$ cat src/rtl/vol_pkg.sv
package vol_pkg;
  localparam int CTL_W   = 12;  // potentiometer reading width
  localparam int SMOOTH_K = 3;  // smoother shift
  localparam int IDX_W   = 6;   // table index width
  localparam int GAIN_W  = 16;  // unsigned Q1.15 gain
  localparam int GAIN_FR = 15;  // fraction bits of the gain
  localparam int SMP_W   = 24;  // audio sample width
  localparam int CLIP_PCT = 95; // clip level in percent of full scale
endpackage

$ cat src/rtl/vol_smoother.sv
module vol_smoother #(
  parameter int CW = vol_pkg::CTL_W,
  parameter int K  = vol_pkg::SMOOTH_K
) (
  input  logic          clk,
  input  logic          rst_n,
  input  logic          rd_valid,
  input  logic [CW-1:0] rd_data,
  output logic [CW-1:0] smooth
);
  localparam int SW = CW + K;

  logic [SW-1:0] state_q;
  logic [SW:0]   sum_w;

  always_comb begin
    sum_w = {1'b0, state_q} + (SW+1)'(rd_data) - (SW+1)'(state_q >> K);
  end

  always_ff @(posedge clk or negedge rst_n) begin
    if (!rst_n) state_q <= '0;
    else if (rd_valid) state_q <= sum_w[SW-1:0];
  end

  assign smooth = state_q[SW-1:K];

  // smoothed value never moves away from the reading that drives it
  p_toward_input_r1: assert property (@(posedge clk) disable iff (!rst_n)
    (rd_valid && smooth < rd_data) |=> smooth >= $past(smooth));
  p_toward_input_dn_r1: assert property (@(posedge clk) disable iff (!rst_n)
    (rd_valid && smooth > rd_data) |=> smooth <= $past(smooth));
  p_hold_idle_r1: assert property (@(posedge clk) disable iff (!rst_n)
    !rd_valid |=> $stable(smooth));
endmodule

$ cat src/rtl/vol_curve_table.sv
module vol_curve_table #(
  parameter int IW = vol_pkg::IDX_W,
  parameter int GW = vol_pkg::GAIN_W
) (
  input  logic          clk,
  input  logic          rst_n,
  input  logic          wr_en,
  input  logic [IW-1:0] wr_addr,
  input  logic [GW-1:0] wr_data,
  input  logic [IW-1:0] rd_idx,
  output logic [GW-1:0] rd_gain
);
  localparam int DEPTH     = 1 << IW;
  localparam int RAMP_STEP = (1 << (GW - 1)) / DEPTH;

  logic [GW-1:0] mem_q [DEPTH];

  for (genvar g = 0; g < DEPTH; g++) begin : g_entry
    always_ff @(posedge clk or negedge rst_n) begin
      if (!rst_n) mem_q[g] <= GW'(g * RAMP_STEP);
      else if (wr_en && (wr_addr == IW'(g))) mem_q[g] <= wr_data;
    end
  end

  assign rd_gain = mem_q[rd_idx];

  // a write lands in the addressed entry
  p_write_lands_r3: assert property (@(posedge clk) disable iff (!rst_n)
    wr_en |=> mem_q[$past(wr_addr)] == $past(wr_data));
endmodule

$ cat src/rtl/vol_scale_clip.sv
module vol_scale_clip #(
  parameter int DW  = vol_pkg::SMP_W,
  parameter int GW  = vol_pkg::GAIN_W,
  parameter int FR  = vol_pkg::GAIN_FR,
  parameter int PCT = vol_pkg::CLIP_PCT
) (
  input  logic          clk,
  input  logic          rst_n,
  input  logic [GW-1:0] gain,
  input  logic          s_valid,
  output logic          s_ready,
  input  logic [DW-1:0] s_data,
  output logic          m_valid,
  input  logic          m_ready,
  output logic [DW-1:0] m_data
);
  localparam int PW = DW + GW + 1;
  localparam longint FULL_L = (longint'(1) << (DW - 1)) - 1;
  localparam longint LIM_L  = (FULL_L * PCT) / 100;
  localparam logic signed [PW-1:0] LIM_P = PW'(LIM_L);
  localparam logic signed [PW-1:0] LIM_N = -LIM_P;
  localparam logic signed [PW-1:0] HALF  = PW'(longint'(1) << (FR - 1));

  // stage 1: sample and its gain, captured together
  logic          s1_valid;
  logic [DW-1:0] s1_data;
  logic [GW-1:0] s1_gain;
  logic          adv1, adv2;

  logic signed [PW-1:0] prod_w, rnd_w, clip_w;

  assign adv2    = !m_valid || m_ready;
  assign adv1    = !s1_valid || adv2;
  assign s_ready = adv1;

  always_comb begin
    prod_w = PW'($signed(s1_data)) * $signed({1'b0, s1_gain});
    rnd_w  = (prod_w + HALF) >>> FR;
    if (rnd_w > LIM_P)      clip_w = LIM_P;
    else if (rnd_w < LIM_N) clip_w = LIM_N;
    else                    clip_w = rnd_w;
  end

  always_ff @(posedge clk or negedge rst_n) begin
    if (!rst_n) begin
      s1_valid <= 1'b0;
      s1_data  <= '0;
      s1_gain  <= '0;
    end else if (adv1) begin
      s1_valid <= s_valid;
      if (s_valid) begin
        s1_data <= s_data;
        s1_gain <= gain;
      end
    end
  end

  always_ff @(posedge clk or negedge rst_n) begin
    if (!rst_n) begin
      m_valid <= 1'b0;
      m_data  <= '0;
    end else if (adv2) begin
      m_valid <= s1_valid;
      if (s1_valid) m_data <= clip_w[DW-1:0];
    end
  end

  // stalled output holds
  p_stall_hold_r8: assert property (@(posedge clk) disable iff (!rst_n)
    (m_valid && !m_ready) |=> (m_valid && $stable(m_data)));
  // not ready only when both stages hold data
  p_ready_full_r8: assert property (@(posedge clk) disable iff (!rst_n)
    !s_ready |-> (s1_valid && m_valid));
  // output never beyond the clip level
  p_clip_range_r5: assert property (@(posedge clk) disable iff (!rst_n)
    m_valid |-> ($signed(m_data) <= DW'(LIM_L) && $signed(m_data) >= -$signed(DW'(LIM_L))));
  // a waiting sample keeps the gain it was accepted with
  p_gain_frozen_r6: assert property (@(posedge clk) disable iff (!rst_n)
    (s1_valid && !adv2) |=> $stable(s1_gain));
endmodule

$ cat src/rtl/pot_volume_path.sv
module pot_volume_path #(
  parameter int CW = vol_pkg::CTL_W,
  parameter int K  = vol_pkg::SMOOTH_K,
  parameter int IW = vol_pkg::IDX_W,
  parameter int GW = vol_pkg::GAIN_W,
  parameter int FR = vol_pkg::GAIN_FR,
  parameter int DW = vol_pkg::SMP_W
) (
  input  logic          clk,
  input  logic          rst_n,
  input  logic          ctl_valid,
  input  logic [CW-1:0] ctl_data,
  input  logic          tbl_we,
  input  logic [IW-1:0] tbl_addr,
  input  logic [GW-1:0] tbl_data,
  input  logic          in_valid,
  output logic          in_ready,
  input  logic [DW-1:0] in_data,
  output logic          out_valid,
  input  logic          out_ready,
  output logic [DW-1:0] out_data
);
  logic [CW-1:0] smooth_w;
  logic [IW-1:0] idx_w;
  logic [GW-1:0] gain_w;

  vol_smoother #(.CW(CW), .K(K)) u_smooth (
    .clk(clk), .rst_n(rst_n),
    .rd_valid(ctl_valid), .rd_data(ctl_data),
    .smooth(smooth_w)
  );

  assign idx_w = smooth_w[CW-1 -: IW];

  vol_curve_table #(.IW(IW), .GW(GW)) u_table (
    .clk(clk), .rst_n(rst_n),
    .wr_en(tbl_we), .wr_addr(tbl_addr), .wr_data(tbl_data),
    .rd_idx(idx_w), .rd_gain(gain_w)
  );

  vol_scale_clip #(.DW(DW), .GW(GW), .FR(FR), .PCT(vol_pkg::CLIP_PCT)) u_scale (
    .clk(clk), .rst_n(rst_n),
    .gain(gain_w),
    .s_valid(in_valid), .s_ready(in_ready), .s_data(in_data),
    .m_valid(out_valid), .m_ready(out_ready), .m_data(out_data)
  );

  // an accepted sample shows up one edge later when the output is free
  p_latency_r7: assert property (@(posedge clk) disable iff (!rst_n)
    (in_valid && in_ready && (!out_valid || out_ready)) |=> ##1 out_valid);
endmodule

$ cat config.mk
export PLATFORM = sky130hd
export DESIGN_NAME = pot_volume_path
export DESIGN_NICKNAME = d
export VERILOG_FILES = /design/src/rtl/vol_pkg.sv /design/src/rtl/vol_smoother.sv /design/src/rtl/vol_curve_table.sv /design/src/rtl/vol_scale_clip.sv /design/src/rtl/pot_volume_path.sv
export SDC_FILE = /design/constraint.sdc
export NUM_CORES = 2
export LEC_CHECK = 0
export BUFFER_PORTS_ARGS = -buffer_cell sky130_fd_sc_hd__buf_2
export CAP_MARGIN = 20
export CORE_UTILIZATION = 40
export CTS_CLUSTER_DIAMETER = 200
export DETAILED_ROUTE_END_ITERATION = 16
export PLACE_DENSITY_LB_ADDON = 0.1
export SYNTH_ARGS = -nofsm -noshare
export SYNTH_HDL_FRONTEND = slang
export SYNTH_HIERARCHICAL = 1
export SYNTH_SLANG_ARGS = --single-unit
$ cat constraint.sdc
create_clock -name clk -period 8 [get_ports clk]
set_input_delay 0.8 -clock clk [delete_from_list [all_inputs] [get_ports clk]]
set_output_delay 0.8 -clock clk [all_outputs]
set_load 0.02 [all_outputs]
==> qor.txt <==
Status = finished clean
Crit. End Element = flop
CP most frequent cell = fa_1
Final wirelength = 174,000 um
Headroom to the max-slew limit = 0.241
Post-route minimum period = 7.63 ns
Share of post-route cells with drive strength above 1 = 0.377
Worst-case clock skew = 0.0327 ns
Reg-to-Reg End = u_scale/m_data[0]$_DFFE_PN0P_
Largest net degree at the start of global routing = 150
DRT antenna net count = 0
Max_cap viols = 0
Post-synthesis net count = 5,736
Clock tree root driver cell = clkbuf_16
Via count = 39,681
Die area = 167,000 um^2
Pre-antenna DRT Iters = 7
Worst setup path endpoint = u_scale/m_data[0]$_DFFE_PN0P_
Startpoint types = flop
Chip height = 409 um
Syn Std Cell Area = 66,300 um^2
Worst path max stage delay = 0.61 ns
Average wire per standard cell = 23.3 um
Slew Limit Fails = 0
Initial core utilization = 0.402
Maximum clock rate = 0.131 GHz
GP Congestion = 0.902
All-Layer GR Usage = 0.212
Synthesized instance count = 5,151
Starting DRT DRC Count = 2,324
Skew-Pair Late Insertion Delay = 0.78 ns
Hold WC Path Type = in -> async
CTS H-tree depth = 4
Syn Area/Cell = 12.9 um^2
TritonCTS Sinks = 1,105
Site Rows = 149
Crit-path cells = and2_1, fa_1, inv_1, fa_1, fa_1, inv_1, fa_1, fa_1, inv_1, fa_1, inv_1, ha_1, a21oi_1, o21ai_0, a221oi_1, nand3_1, a31oi_1, xnor2_1, and2_2, o21ai_2, a2111oi_4, nor2_1, buf_4, a32o_1
Die extent in x = 409 um
Number of global-route vias before repair = 42,697
Slowest-stage cell, CP = dfrtp_1
Total core area = 165,000 um^2
Post-DP HPWL = 117,000 um
First-pass GRT wire length = 272,000 um
Critical Path Start = u_scale/s1_data[16]$_DFFE_PN0P_
CTS Buffer Depth = 3
Ys Warns = 6
Setup-failing EPs final = 0
Hold-fix buffers, CTS = 0
RSZ-0062 raised after global routing = no
Final cycle utilization of the critical path = 0.954
Final Hold Viols = 0
WP data required = 8.64 ns
Vias per inst = 5.34
Io pins = 90
CP max FO = 20
R2r worst-path depth = 24
Worst r2r src = u_scale/s1_data[16]$_DFFE_PN0P_
Setup Crit Path Kind = reg -> reg
IO Port Bufs = 89
CTS clock-pin slew for the worst setup and hold paths = 0.05 ns
Total negative slack = 0 ns
Area Overhead vs Synth = 11.0%
CTS tree = built
DRC Markers = 0
Grt total ovfl = 0
Worst reg2reg setup slack = 0.37 ns
CTS Buf Count = 132
Worst-margin pin slew = 1.14 ns
Initial antenna violation count = 10
Fin nets = 5,720
WP data arrival = 8.27 ns
-- layout make-up --
class                      count  area, um^2
clock inverter                35         613
tap                         2189        2740
clock buffer                 209        3910
sequential                  1105       27900
antenna                        1        2.50
fill                       15265       91200
multi-input combinational   3115       34700
inverter                     565        2120
timing repair buffer         216        1550
-- worst min-delay path by stage --
stage / start / end / depth (start not counted)
after global routing: rst_n / u_smooth/state_q[1]$_DFFE_PN0P_ / 1
after floorplan: u_table/mem_q[22]$_DFFE_PN0P_ / u_table/mem_q[22]$_DFFE_PN0P_ / 1
after CTS: rst_n / u_smooth/state_q[1]$_DFFE_PN0P_ / 1
after detailed placement: u_scale/m_data[17]$_DFFE_PN0P_ / u_scale/m_data[17]$_DFFE_PN0P_ / 2
final: rst_n / u_smooth/state_q[1]$_DFFE_PN0P_ / 1
after global placement: u_table/mem_q[535]$_DFFE_PN0P_ / u_table/mem_q[535]$_DFFE_PN0P_ / 1
-- what timing repair did --
| action | CTS | global route |
|---|---|---|
| endpoints found under the setup margin | 0 | 20 |
| hold endpoints to repair | 0 | 0 |
| gates resized for setup | 0 | 11 |
| setup buffers | 0 | 0 |
-- state kept, by name, summed over array words and instances, names as in the netlist --
register and count:
u_scale/m_data 24, u_scale/m_valid 1, u_scale/s1_data 24, u_scale/s1_gain 16, u_scale/s1_valid 1, u_smooth/state_q 15, u_table/mem_q 1024
-- layer usage --
layer  global-route usage  share of wire  up-vias  wire (um)
li1                     -              -    17586          -
met1                0.292           0.46    21244      79500
met2                0.355           0.49      604      85000
met3               0.0251          0.030      247       5130
met4               0.0538          0.023        0       3910
met5                    0              0        -          0
-- cell usage in the layout (no fill, tap or decap), drive strengths merged, types with 23 or more instances in the layout --
cell,instances
mux2i,119
xnor2,24
buf,215
inv,570
nand3,29
mux2,1105
and2,259
dfstp,192
fa,388
nor3,34
nand2,296
nor2,83
ha,133
dfrtp,913
a21oi,63
clkbuf,210
o21ai,42
a22oi,58
mux4,216
o211ai,23
-- per-stage QoR --
stage / worst slack (ns) / std cells / utilization / instance area [um^2] / hold WS, ns
after floorplan: 0.857 / 5151 / - / 66300 / 0.452
after global placement: 0.309 / 7187 / 0.419 / 69000 / 0.465
after detailed placement: 0.280 / 7188 / 0.419 / 69000 / 0.463
after CTS: 0.240 / 7432 / 0.446 / 73500 / 0.0750
after global routing: 0.00944 / 7434 / 0.446 / 73600 / 0.0907
final: 0.370 / 7435 / 0.446 / 73600 / 0.0271
-- worst max-delay path: cells and delay by family, from the launching register on --
family                     cells  cell delay, ns
and+or+nand+nor                4            0.84
AOI/OAI and AO/OA              7            2.01
adders and majority gates      7            3.39
buffers and inverters          5            0.41
xor gates and xnor gates       1            0.21
DFF                            1            0.61
Power is left out: the tool's default activity adds up to more than one toggle a clock period on the data nets, which glitch-free logic cannot reach.
